===== src/rtl/tmr_pkg.sv =====
package tmr_pkg;

    localparam logic [7:0] OFF_PARAM = 8'h04;
    localparam logic [7:0] OFF_SC    = 8'h10;
    localparam logic [7:0] OFF_CNT   = 8'h14;
    localparam logic [7:0] OFF_MOD   = 8'h18;
    localparam logic [7:0] OFF_GSTS  = 8'h1C;
    localparam logic [7:0] OFF_CSC   = 8'h20;
    localparam logic [7:0] OFF_CVAL  = 8'h24;

    localparam logic [3:0] MODE_SWCMP = 4'h4;

    typedef enum logic {
        RS_HALT = 1'b0,
        RS_RUN  = 1'b1
    } run_state_t;

endpackage


===== src/rtl/tmr_run_fsm.sv =====
module tmr_run_fsm
    import tmr_pkg::*;
(
    input  logic clk,
    input  logic rst_n,
    input  logic sc_wr,
    input  logic sc_mode,
    output logic run_o
);

    run_state_t state_q;
    run_state_t state_d;

    always_comb begin
        state_d = state_q;
        unique case (state_q)
            RS_HALT: if (sc_wr && sc_mode)  state_d = RS_RUN;
            RS_RUN:  if (sc_wr && !sc_mode) state_d = RS_HALT;
            default: state_d = RS_HALT;
        endcase
    end

    always_ff @(posedge clk or negedge rst_n) begin
        if (!rst_n) state_q <= RS_HALT;
        else        state_q <= state_d;
    end

    always_comb begin
        unique case (state_q)
            RS_RUN:  run_o = 1'b1;
            default: run_o = 1'b0;
        endcase
    end

endmodule


===== src/rtl/tmr_prescale.sv =====
module tmr_prescale #(
    parameter int SEL_W = 3
) (
    input  logic             clk,
    input  logic             rst_n,
    input  logic             run,
    input  logic             tick,
    input  logic             restart,
    input  logic [SEL_W-1:0] sel,
    output logic             adv_o
);

    localparam int PC_W = (1 << SEL_W) - 1;

    logic [PC_W-1:0] pcnt_q;
    logic [PC_W-1:0] limit;

    always_comb begin
        limit = PC_W'((64'd1 << sel) - 64'd1);
        adv_o = run && tick && (pcnt_q == limit);
    end

    always_ff @(posedge clk or negedge rst_n) begin
        if (!rst_n)              pcnt_q <= '0;
        else if (restart)        pcnt_q <= '0;
        else if (adv_o)          pcnt_q <= '0;
        else if (run && tick)    pcnt_q <= pcnt_q + 1'b1;
    end

endmodule


===== src/rtl/tmr_counter.sv =====
module tmr_counter #(
    parameter int W = 32
) (
    input  logic         clk,
    input  logic         rst_n,
    input  logic         adv,
    input  logic         clr,
    input  logic [W-1:0] modv,
    output logic [W-1:0] cnt_o,
    output logic [W-1:0] nxt_o,
    output logic         step_o,
    output logic         wrap_o
);

    logic [W-1:0] cnt_q;

    always_comb begin
        step_o = adv && !clr;
        wrap_o = step_o && (cnt_q == modv);
        nxt_o  = (cnt_q == modv) ? '0 : cnt_q + 1'b1;
        cnt_o  = cnt_q;
    end

    always_ff @(posedge clk or negedge rst_n) begin
        if (!rst_n)      cnt_q <= '0;
        else if (clr)    cnt_q <= '0;
        else if (step_o) cnt_q <= nxt_o;
    end

endmodule


===== src/rtl/tmr_chan.sv =====
module tmr_chan
    import tmr_pkg::*;
#(
    parameter int W = 32
) (
    input  logic         clk,
    input  logic         rst_n,
    input  logic         step,
    input  logic [W-1:0] nxt,
    input  logic         ctl_wr,
    input  logic [3:0]   ctl_mode,
    input  logic         ctl_ie,
    input  logic         clr_req,
    input  logic         val_wr,
    input  logic [W-1:0] val_wdata,
    output logic [3:0]   mode_o,
    output logic         ie_o,
    output logic         flag_o,
    output logic [W-1:0] val_o
);

    logic [3:0]   mode_q;
    logic         ie_q;
    logic         flag_q;
    logic [W-1:0] val_q;
    logic         hit;

    assign hit = step && (mode_q == MODE_SWCMP) && (nxt == val_q);

    always_ff @(posedge clk or negedge rst_n) begin
        if (!rst_n) begin
            mode_q <= '0;
            ie_q   <= 1'b0;
            val_q  <= '0;
        end else begin
            if (ctl_wr) begin
                mode_q <= ctl_mode;
                ie_q   <= ctl_ie;
            end
            if (val_wr) val_q <= val_wdata;
        end
    end

    always_ff @(posedge clk or negedge rst_n) begin
        if (!rst_n)       flag_q <= 1'b0;
        else if (hit)     flag_q <= 1'b1;
        else if (clr_req) flag_q <= 1'b0;
    end

    assign mode_o = mode_q;
    assign ie_o   = ie_q;
    assign flag_o = flag_q;
    assign val_o  = val_q;

endmodule


===== src/rtl/tmr_top.sv =====
module tmr_top
    import tmr_pkg::*;
#(
    parameter int CNT_W  = 32,
    parameter int ADDR_W = 6
) (
    input  logic              clk,
    input  logic              rst_n,
    input  logic              cnt_tick,
    input  logic              bus_we,
    input  logic [ADDR_W-1:0] bus_addr,
    input  logic [31:0]       bus_wdata,
    output logic [31:0]       bus_rdata,
    output logic              irq
);

    localparam int IDX_W = ADDR_W - 2;
    localparam logic [ADDR_W-1:0] A_PARAM = ADDR_W'(OFF_PARAM);
    localparam logic [ADDR_W-1:0] A_SC    = ADDR_W'(OFF_SC);
    localparam logic [ADDR_W-1:0] A_CNT   = ADDR_W'(OFF_CNT);
    localparam logic [ADDR_W-1:0] A_MOD   = ADDR_W'(OFF_MOD);
    localparam logic [ADDR_W-1:0] A_GSTS  = ADDR_W'(OFF_GSTS);
    localparam logic [ADDR_W-1:0] A_CSC   = ADDR_W'(OFF_CSC);
    localparam logic [ADDR_W-1:0] A_CVAL  = ADDR_W'(OFF_CVAL);
    localparam logic [7:0]        WIDTH_CODE = 8'(CNT_W);

    logic [IDX_W-1:0] idx;
    logic             aligned;
    logic wr_sc, wr_cnt, wr_mod, wr_gsts, wr_csc, wr_cval;

    logic [2:0]       psel_q;
    logic             tof_q;
    logic [CNT_W-1:0] mod_q;
    logic             run;
    logic             adv;
    logic [CNT_W-1:0] cnt_val;
    logic [CNT_W-1:0] cnt_nxt;
    logic             step;
    logic             wrap;
    logic [3:0]       ch_mode;
    logic             ch_ie;
    logic             ch_flag;
    logic [CNT_W-1:0] ch_val;
    logic             ch_clr;

    assign idx     = bus_addr[ADDR_W-1:2];
    assign aligned = (bus_addr[1:0] == 2'b00);

    always_comb begin
        wr_sc   = bus_we && aligned && (idx == A_SC[ADDR_W-1:2]);
        wr_cnt  = bus_we && aligned && (idx == A_CNT[ADDR_W-1:2]);
        wr_mod  = bus_we && aligned && (idx == A_MOD[ADDR_W-1:2]);
        wr_gsts = bus_we && aligned && (idx == A_GSTS[ADDR_W-1:2]);
        wr_csc  = bus_we && aligned && (idx == A_CSC[ADDR_W-1:2]);
        wr_cval = bus_we && aligned && (idx == A_CVAL[ADDR_W-1:2]);
    end

    tmr_run_fsm u_fsm (
        .clk     (clk),
        .rst_n   (rst_n),
        .sc_wr   (wr_sc),
        .sc_mode (bus_wdata[3]),
        .run_o   (run)
    );

    tmr_prescale #(.SEL_W(3)) u_psc (
        .clk     (clk),
        .rst_n   (rst_n),
        .run     (run),
        .tick    (cnt_tick),
        .restart (wr_sc),
        .sel     (psel_q),
        .adv_o   (adv)
    );

    tmr_counter #(.W(CNT_W)) u_cnt (
        .clk    (clk),
        .rst_n  (rst_n),
        .adv    (adv),
        .clr    (wr_cnt),
        .modv   (mod_q),
        .cnt_o  (cnt_val),
        .nxt_o  (cnt_nxt),
        .step_o (step),
        .wrap_o (wrap)
    );

    assign ch_clr = (wr_csc && bus_wdata[7]) || (wr_gsts && bus_wdata[0]);

    tmr_chan #(.W(CNT_W)) u_ch0 (
        .clk       (clk),
        .rst_n     (rst_n),
        .step      (step),
        .nxt       (cnt_nxt),
        .ctl_wr    (wr_csc),
        .ctl_mode  (bus_wdata[5:2]),
        .ctl_ie    (bus_wdata[6]),
        .clr_req   (ch_clr),
        .val_wr    (wr_cval),
        .val_wdata (bus_wdata[CNT_W-1:0]),
        .mode_o    (ch_mode),
        .ie_o      (ch_ie),
        .flag_o    (ch_flag),
        .val_o     (ch_val)
    );

    always_ff @(posedge clk or negedge rst_n) begin
        if (!rst_n) begin
            psel_q <= '0;
            mod_q  <= '1;
        end else begin
            if (wr_sc)  psel_q <= bus_wdata[2:0];
            if (wr_mod) mod_q  <= bus_wdata[CNT_W-1:0];
        end
    end

    always_ff @(posedge clk or negedge rst_n) begin
        if (!rst_n)                       tof_q <= 1'b0;
        else if (wrap)                    tof_q <= 1'b1;
        else if (wr_sc && bus_wdata[7])   tof_q <= 1'b0;
    end

    always_comb begin
        bus_rdata = '0;
        if (aligned) begin
            unique case (bus_addr)
                A_PARAM: bus_rdata = {8'h00, WIDTH_CODE, 16'h0000};
                A_SC:    bus_rdata = {24'h0, tof_q, 3'b000, run, psel_q};
                A_CNT:   bus_rdata = 32'(cnt_val);
                A_MOD:   bus_rdata = 32'(mod_q);
                A_GSTS:  bus_rdata = {31'h0, ch_flag};
                A_CSC:   bus_rdata = {24'h0, ch_flag, ch_ie, ch_mode, 2'b00};
                A_CVAL:  bus_rdata = 32'(ch_val);
                default: bus_rdata = '0;
            endcase
        end
    end

    assign irq = ch_flag && ch_ie;

endmodule


===== config.mk =====
export PLATFORM = sky130hd
export DESIGN_NAME = tmr_top
export DESIGN_NICKNAME = d
export VERILOG_FILES = /design/src/rtl/tmr_pkg.sv /design/src/rtl/tmr_run_fsm.sv /design/src/rtl/tmr_prescale.sv /design/src/rtl/tmr_counter.sv /design/src/rtl/tmr_chan.sv /design/src/rtl/tmr_top.sv
export SDC_FILE = /design/constraint.sdc
export NUM_CORES = 1
export LEC_CHECK = 0
export BUFFER_PORTS_ARGS = -buffer_cell sky130_fd_sc_hd__buf_2
export CORE_MARGIN = 2
export CORE_UTILIZATION = 24
export CTS_CLUSTER_SIZE = 20
export DETAILED_ROUTE_END_ITERATION = 16
export PLACE_DENSITY_LB_ADDON = 0.05
export SETUP_SLACK_MARGIN = 0.3
export SYNTH_ARGS = -nofsm -noshare
export SYNTH_HDL_FRONTEND = slang
export SYNTH_SLANG_ARGS = --single-unit

===== constraint.sdc =====
create_clock -name clk -period 4.7 [get_ports clk]
set_input_delay 0.94 -clock clk [delete_from_list [all_inputs] [get_ports clk]]
set_output_delay 0.94 -clock clk [all_outputs]
set_load 0.03 [all_outputs]

# [Word level (Yosys, flattened, before mapping)]
# Cells that the tools add are included.
[word_totals] ram_bits=0 romBits=0 wordCells=75 latchBits=0 input_bits=42 output_inout_bits=33 register_bits=114 memories=0
[classes] reduce_logical=27 addsub=3 mux=16 div_mod_pow=0 multipliers=0 n_bitwise=1 n_eq_ne=17 shift=1 order_cmp=0
[ops] op="32-bit one-hot mux with 7 select lines" n=1
[ops] op="32-bit 2-to-1 mux" n=4
[ops] op="32-bit == test" n=2
[ops] op="32-bit by 1-bit adder with 32-bit output, second input constant" n=1
[ops] op="6-bit by 5-bit == test with 1-bit output, second input constant" n=4
[ops] op="7-bit 2-to-1 mux" n=3
[ops] op="4-bit by 3-bit == test with 1-bit output, second input constant" n=5
[ops] op="1-bit logical AND" n=19
[ops] op="6-bit == test, second input constant" n=2
[ops] op="4-bit == test, second input constant" n=2
[ops] op="7-bit by 1-bit adder with 7-bit output, second input constant" n=1
[ops] op="7-bit == test" n=1
[ops] op="1-bit 2-to-1 mux" n=7
[ops] op="1-bit by 3-bit left shift with 7-bit output, first input constant" n=1
[ops] op="7-bit by 1-bit subtractor with 7-bit output, second input constant" n=1
[ops] op="6-bit by 3-bit == test with 1-bit output, second input constant" n=1
[ops] op="2-bit nonzero test" n=3
[ops] op="3-bit nonzero test" n=1
[ops] op="1-bit logical NOT" n=2
[ops] op="2-bit logical NOT" n=1
[ops] op="1-bit one-hot mux with 2 select lines" n=1
[ops] op="1-bit logical OR" n=1
[ops] op="1-bit inverter" n=1

# [Depth between registers and ports, before layout]
# Gate-level depths: netlist (run 1).
[depth] depth_word=8 ltp_mapped=14 depth_no_buf=11

# [Cells and area by module]
# Synthesis (run 1) repeated with hierarchy kept, for this count alone.
[hier_totals] hier_cells=818 hier_area_um2=7877.6
[by_module_without_submodules] module="tmr_counter" area_each_um2=3224.3 seq_area_each_um2=800.8 cells_per_inst=419 n_inst=1
[by_module_without_submodules] module="tmr_top" area_each_um2=2250.9 seq_area_each_um2=940.9 cells_per_inst=208 n_inst=1
[by_module_without_submodules] module="tmr_chan" area_each_um2=1762.9 seq_area_each_um2=950.9 cells_per_inst=125 n_inst=1
[by_module_without_submodules] module="tmr_prescale" area_each_um2=599.3 seq_area_each_um2=175.2 cells_per_inst=64 n_inst=1
[by_module_without_submodules] module="tmr_run_fsm" area_each_um2=40.0 seq_area_each_um2=25.0 cells_per_inst=2 n_inst=1

# [Worst setup path after synthesis (run 1)]
# OpenSTA, ideal clock, no wires.
[synth_timing] path_kind="input port to output port" start="input port bus_addr[5]" end="output port bus_rdata[21]" required_time_ns=3.760 t_arrival_ns=2.513 path_buffers=2 path_slack_ns=1.247 cell_stages=7 path_cell_list="nand2b_1 -> nor4b_1 -> nor2b_1 -> clkbuf_1 -> clkbuf_1 -> nand2_1 -> o21ai_0"
[synth_via] elab_chain_cells=3 word_cells_on_any_way=9 classes_between="7 x eq/ne; 2 x mux"
[synth_rtl] item="start: declaration" line="tmr_top.sv:11" source="input logic [ADDR_W-1:0] bus_addr,"
[synth_rtl] item="6-bit == test (tied with other cells)" line="tmr_top.sv:126" source="unique case (bus_addr)"
[synth_rtl] item="32-bit one-hot mux with 7 select lines *" line="tmr_top.sv:126"
[synth_rtl] item="32-bit 2-to-1 mux *" line="tmr_top.sv:125" source="if (aligned) begin"
[synth_rtl] item="end: declaration" line="tmr_top.sv:13" source="output logic [31:0] bus_rdata,"
# Every way passes the cells marked *; elsewhere a longest branch is shown, timed or not.

# [Worst setup path after layout (run 1)]
[layout_timing] start="input port bus_addr[5]" end="output port bus_rdata[2]"
# Same word-level chain as after synthesis.

==> results of run 1 <==
==> per-layer routing <==
layer / GRT usage [%] / vias to the layer above
met4: 5.97 / 0
met2: 28.7 / 230
li1: - / 3030
met3: 3.58 / 41
met1: 23.8 / 3381
met5: 0 / -
==> synthesized netlist by cell type, types with 15 or more instances <==
cell type  number  area (sq um)
a22oi_1        18           135
nor4_1         19           119
nor2_1         30           113
mux2_2         69           777
nand2_1        68           255
inv_1          44           165
xor2_1         48           420
a222oi_1       26           260
clkbuf_1       38           143
a21oi_1        19          95.1
dfrtp_1        82          2050
buf_2          15          75.1
dfstp_2        32           841
xnor2_1        21           184
o21ai_0        61           305
nand3_1        25           125
==> state kept, by name, indices dropped and copies added (netlist names), named ones only <==
name          flops
u_psc.pcnt_q      7
u_ch0.val_o      32
u_ch0.flag_o      1
u_cnt.cnt_o      32
psel_q            3
u_ch0.ie_o        1
tof_q             1
mod_q            32
u_ch0.mode_o      4
==> final cells by class <==
class | count | share of cell area [%]
Sequential cell | 114 | 32.8
Multi-Input combinational cell | 571 | 46.8
Clock buffer | 19 | 5.14
Tap cell | 396 | 5.62
Timing Repair Buffer | 94 | 5.93
Clock inverter | 13 | 1.82
Inverter | 45 | 1.92
==> how the worst max path moves through the flow <==
| stage | start | end | slack, ns | cells after the start |
|---|---|---|---|---|
| after global placement | bus_addr[5] | bus_rdata[8] | 0.81 | 8 |
| final | bus_addr[5] | bus_rdata[2] | 0.84 | 8 |
| after CTS | bus_addr[5] | bus_rdata[8] | 0.79 | 8 |
| after detailed placement | bus_addr[5] | bus_rdata[8] | 0.83 | 8 |
| after floorplan | bus_addr[5] | bus_rdata[21] | 1.25 | 7 |
| after global routing | bus_addr[5] | bus_rdata[7] | 0.69 | 8 |
==> cells in the final DEF (no fill, tap or decap), drive strengths merged, types with 9 or more instances in the layout <==
cell type and count:
and3 10, xnor2 21, or3 9, xor2 48
o31ai 14, clkbuf 19, nand3 27, a22oi 18
a222oi 26, nor4 19, dfrtp 82, buf 94
inv 44, dfstp 32, o21ai 63, nor3 11
a21oi 19, nor2 30, nand4 15, mux2 69
nand2 68
==> report_power, final <==
part / leakage, nW / total, mW / switching, mW / internal (mW)
clock: 0.287 / 1.38 / 0.516 / 0.860
combinational: 2.31 / 0.481 / 0.264 / 0.216
sequential: 1.44 / 1.27 / 0.155 / 1.11
total: 4.03 / 3.13 / 0.936 / 2.19
==> metrics by stage <==
step           cell area [sq um]  setup WS (ns)  util (%)  cells
3_3_place_gp                8200          0.811      26.8   1220
4_1_cts                     8820          0.794      28.8   1252
5_1_grt                     8820          0.692      28.8   1252
2_1_floorplan               7440           1.25         -    792
6_report                    8820          0.839      28.8   1252
3_5_place_dp                8200          0.827      26.8   1220
==> worst max-delay path, cell delays in order <==
cell and delay (ns):
buf_2 0.11, nand2b_1 0.22, nor4b_1 0.61, nor2b_2 0.27, buf_4 0.27, a22oi_1 0.15
nand2_1 0.14, buf_2 0.21
==> cell families (layout without fill, tap and decap cells) <==
kind of cell | after synthesis | after routing | share of synthesized area, %
xor+xnor | 71 | 71 | 8.72
flops | 114 | 114 | 38.9
compound gates | 192 | 192 | 18.5
fa+ha+maj | 3 | 3 | 0.504
simple gates | 234 | 234 | 16.8
mux | 71 | 71 | 10.7
buf+inv | 107 | 171 | 5.92
==> metrics.md, run 1 <==
| Metric | Value |
|---|---|
| Mapped cell area | around 7400 sq um |
| Post-Syn Instances | ~800 |
| Syn-to-layout area delta | 18.4% |
| Power per cell area | about 350 nW/um^2 |
| Root Driver | clkbuf_16 |
| Overall global routing resource usage | 17.8% |
| Drt first pass iters | 8 |
| Diode count | 0 |
| Starting density of the core | approximately 24% |
| Worst r2r path cells | 12 |
| Crit path capture type | output port |
| Worst Tran Pin Value | 0.947 ns |
| Detailed-route via count | 6682 |
| Share of cells above drive strength 1 | 28.5% |
| Reg-to-reg slack, setup | 0.97 ns |
| CP Max Fanout | 17 |
| Worst rel slew slack | 36.8% |
| #FFs+latches synth | 114 |
| VDD IR-drop max | 0.225 mV |
| Hold buffers post-CTS | 0 |
| FF-to-FF End | u_cnt.cnt_o[13]$_DFFE_PN0P_ |
| Worst EP arrival | around 2.9 ns |
| Fin Clk Skew | 0.0165 ns |
| RePlAce Congestion | 0.848 |
| Max Cap Viol | 0 |
| Post-synth EDFFs | 0 |
| Row count | 64 |
| Netlist cell types | 70 |
| Final setup violation count | 0 |
| Core box area | 30600 sq um |
| Final HPWL DP | about 21000 microns |
| CTS Buffer Depth | 2 |
| Ports | 75 |
| Initial DRC count | around 530 |
| Dominant synthesized flop cell | dfrtp_1 |
| Pwr Total | 3.13 mW |
| Fin nets | 888 |
| Post-Route M1 WL | approximately 13000 microns |
| Post-DR vias/cell | between 5 and 6 |
| Met3 Routed Length | 1470 microns |
| Unrepaired setup endpoints after global routing | no |
| Synth warn | 0 |
| Post-CTS Setup Bufs | 0 |
| Fill count | ~3300 |
| TritonCTS buffer count | 17 |
| Vias in the first global route | 6747 |
| Top sig layer | met4 |
| Antenna violations before repair | 0 |
| Post_cts resized | 0 |
| RR Startpoint | psel_q[2]$_DFFE_PN0P_ |
| Req. time, crit path | between 3 and 4 ns |
| Synth async-reset ratio | 100% |
| H-tree level count | 4 |
| Hold Startpoint | mod_q[7]$_DFFE_PN1P_ |
| WL met2 | about 13000 microns |
| PortBufs | 74 |
| Worst Hold Path EP | mod_q[7]$_DFFE_PN1P_ |
| # DRC | 0 |
| Critical path type | input port to output port |
| First-pass GRT wire length | 43500 microns |
| CTS tree | yes |
| Clock latency reported for the late side of the worst-skew pair | 0.43 ns |
| Die Height | 180 microns |
| Register area share after synthesis | 38.9% |
| Period utilization | 82.1% |
| Slew Limit Fails | 0 |
| Final TNS setup | 0 ns |
| Startpoint types | input port |
| Final Hold Viols | 0 |
| Status | complete, no violations |
| Hold Path Depth | 2 |
| Worst hold slack | 0.507 ns |
| DR WL/cell | between 20 and 25 microns |
| Residual antenna-violating net count after detailed routing | 0 |
| Clk sink count | 114 |
| Max frequency | 0.259 GHz |
| Syn avg cell area | between 9 and 10 sq um |
| Routed WL | 28700 microns |
| Worst Hold Class | flip-flop to flip-flop |
| Largest net degree at the start of global routing | 64 |
| Die ar. | 32400 sq um |
| Syn Nets | approximately 840 |
| Grt ovf | 0 |
| CTS clock-pin slew for the worst setup and hold paths | around 0.060 ns |
| Reg area | about 2900 sq um |
| Chip width | approximately 180 microns |
| Static Leakage | a little over 4 nW |
| Post-layout minimum cycle time | 3.86 ns |
| Area of the multi-input gates | between 4000 and 5000 sq um |
Power figures use the tool's default switching activity.
==> run 2: changes to the inputs <==
==> constraint.sdc (replaced) <==
create_clock -name clk -period 3.9 [get_ports clk]
set_input_delay 0.78 -clock clk [delete_from_list [all_inputs] [get_ports clk]]
set_output_delay 0.78 -clock clk [all_outputs]
set_load 0.03 [all_outputs]
==> run 2 against run 1 <==
Against the previous run: worst hold slack lost 0.093 ns; combinational power rose by 21%; count of clock-buffer cells in the layout up 3; utilization grew 0.46 points; highest routed layer unchanged; sequential power is 20% higher.
==> metrics.md, run 2 (synthesis gave the netlist of run 1 again) <==
| Metric | Value |
|---|---|
| Final core occ | 29.3% (+0.46 points) |
| VDD IR-drop max | 0.273 mV (+21%) |
| Final Hold Viols | 0 (unchanged) |
| Power per cell area | 411 nW/um^2 (+16%) |
| Status | complete, no violations |
| Root Driver | clkbuf_16 |
| Hold buffers post-CTS | 0 (unchanged) |
| Core box area | 30600 sq um (unchanged) |
| CTS Buffer Depth | 2 (unchanged) |
| Clock Power Share | 42.7% (-1.3 points) |
| Fill count | 3274 (+0.49%) |
| Die ar. | 32400 sq um (unchanged) |
| H-tree level count | 4 (unchanged) |
| Met2 GRT Util | 28.7% (-0.046 points) |
| Final HPWL DP | 21400 microns (+0.71%) |
| Crit path capture type | output port |
| Sw frac | 30.0% (+0.053 points) |
| Internal power | 2.58 mW (+18%) |
| PortBufs | 74 (unchanged) |
| Worst EP arrival | 2.67 ns (-0.25 ns) |
| Unrepaired setup endpoints after global routing | no |
| Detailed-route via count | 6590 (-1.4%) |
| Max Cap Viol | 0 (unchanged) |
| First-pass GRT wire length | 42900 microns (-1.5%) |
| Most frequent cells in the layout | 82 x dfrtp_1, 73 x buf_2, 69 x mux2_2 |
| Residual antenna-violating net count after detailed routing | 0 (unchanged) |
| Post-DR vias/cell | 5.19 (-2.8%) |
| Largest net degree at the start of global routing | 65 (+1.6%) |
| Place WS | 0.193 ns (-0.634 ns) |
| Syn-to-layout area delta | 20.3% |
| # DRC | 0 (unchanged) |
| Routed WL | 28200 microns (-1.8%) |
| Diode count | 0 (unchanged) |
| Met3 usage | 3.40% (-0.18 points) |
| Worst rel slew slack | 50.7% (+14 points) |
| DR WL/cell | 22.2 microns (-3.2%) |
| Grt ovf | 0 (unchanged) |
| Commonest non-fill, non-tap cell in the layout | dfrtp_1 |
| GRT busiest layer | met2 |
| Period utilization | 88.5% |
| Share of cells above drive strength 1 | 29.7% (+1.2 points) |
| Fin nets | 906 (+2.0%) |
| Worst Tran Pin Value | 0.739 ns (-0.208 ns) |
| Req. time, crit path | 3.12 ns (-0.64 ns) |
| Reg area | 2890 sq um (unchanged) |
| Post-layout minimum cycle time | 3.45 ns |
| Worst Hold Class | input port to async pin |
| Sequential share of power | 41.6% (+1.0 points) |
| RePlAce Congestion | 0.836 (-1.4%) |
| Clock latency reported for the late side of the worst-skew pair | 0.42 ns (about the same) |
| Final setup violation count | 0 (unchanged) |
| Ports | 75 (unchanged) |
| Final worst slack | 0.449 ns (-0.391 ns) |
| Row count | 64 (unchanged) |
| Overall global routing resource usage | 17.4% (-0.40 points) |
| Die Height | 180 microns (unchanged) |
| Slew Limit Fails | 0 (unchanged) |
| Clk sink count | 114 (unchanged) |
| Area of the multi-input gates | 4140 sq um (+0.46%) |
| Routing usage on met1 | 23.2% (-0.53 points) |
| Worst hold slack | 0.413 ns (-0.0933 ns) |
| CP Max Fanout | 17 (unchanged) |
| Initial DRC count | 631 (+20%) |
| Comb pwr share | 15.8% (+0.4 points) |
| CTS clock-pin slew for the worst setup and hold paths | 0.06 ns (about the same) |
| Chip width | 180 microns (unchanged) |
| Static Leakage | 4.12 nW (+2.2%) |
| CTS tree | yes |
| Final TNS setup | 0 ns (unchanged) |
| Fin Clk Skew | 0.0124 ns (-0.00414 ns) |
| Startpoint types | input port |
| Vias in the first global route | 6645 (-1.5%) |
| Drt first pass iters | 8 (unchanged) |
| Net Sw Power | 1.11 mW (+18%) |
| Critical path type | input port to output port |
| TritonCTS buffer count | 17 (unchanged) |
| Max frequency | 0.290 GHz |
| Starting density of the core | 24.3% (unchanged) |
| Antenna violations before repair | 0 (unchanged) |
[run 2: changes by cell type in the layout (fill, tap and decap cells not counted), moves of 2 or more]
cell,before,now
buf_4,21,37
clkbuf_1,0,3
buf_12,0,2
clkinv_4,2,0
[run 2: what timing repair did]
action / in CTS / in global routing
gates resized for setup: 2 / 1
pin swaps: 0 / 0
setup buffers: 0 / 0
setup endpoints to repair: 1 / 1
hold endpoints to repair: 0 / 0
[run 2: layout make-up]
| cell class | instances | share of cell area, % |
|---|---|---|
| multi-input cells | 571 | 46.2 |
| flip-flops and latches | 114 | 32.3 |
| repair buffers | 112 | 7.63 |
| well taps | 396 | 5.53 |
| clock buffers | 22 | 5.18 |
| inverters | 45 | 1.89 |
| clock inverters | 10 | 1.23 |
[run 2: layer usage]
metal,up-vias,routed length [microns]
met3,20,1260
met1,3320,13000
met5,-,0
met4,0,425
li1,3070,-
met2,180,13600
[run 2: final timing paths]
kind                                        from                     endpoint  slack [ns]  cells past startpoint
max                                  bus_addr[5]                 bus_rdata[2]        0.45                      8
min                                        rst_n  u_ch0.val_o[14]$_DFFE_PN0P_        0.41                      1
max reg2reg                psel_q[1]$_DFFE_PN0P_     u_ch0.flag_o$_DFFE_PN0P_        0.52                     10
min reg2reg                 mod_q[7]$_DFFE_PN1P_         mod_q[7]$_DFFE_PN1P_        0.50                      2
max in group asynchronous                  rst_n         mod_q[1]$_DFFE_PN1P_        2.61                      2
min in group clk            mod_q[7]$_DFFE_PN1P_         mod_q[7]$_DFFE_PN1P_        0.50                      2
[run 2: critical path, cell delays in order]
cell and delay (ns):
buf_2 0.11, nand2b_1 0.20, nor4b_1 0.57, nor2b_2 0.26, buf_4 0.27, a22oi_1 0.14
nand2_1 0.12, buf_2 0.21
[run 2: stage by stage]
step / area [sq um] / cells / power [mW]
CTS: 8950 / 1270 / 3.73
detailed placement: 8360 / 1238 / 2.13
global placement: 8360 / 1238 / 2.12
global route: 8960 / 1270 / 3.87
finish: 8960 / 1270 / 3.68
floorplan: 7440 / 792 / 1.85
[run 2: power by group through the flow]
stage | clock, mW | sequential, mW | combinational, mW
after floorplan | 0 | 1.45 | 0.398
after global placement | 0 | 1.55 | 0.569
after detailed placement | 0 | 1.55 | 0.576
after CTS | 1.61 | 1.53 | 0.588
after global routing | 1.67 | 1.55 | 0.644
final | 1.57 | 1.53 | 0.581
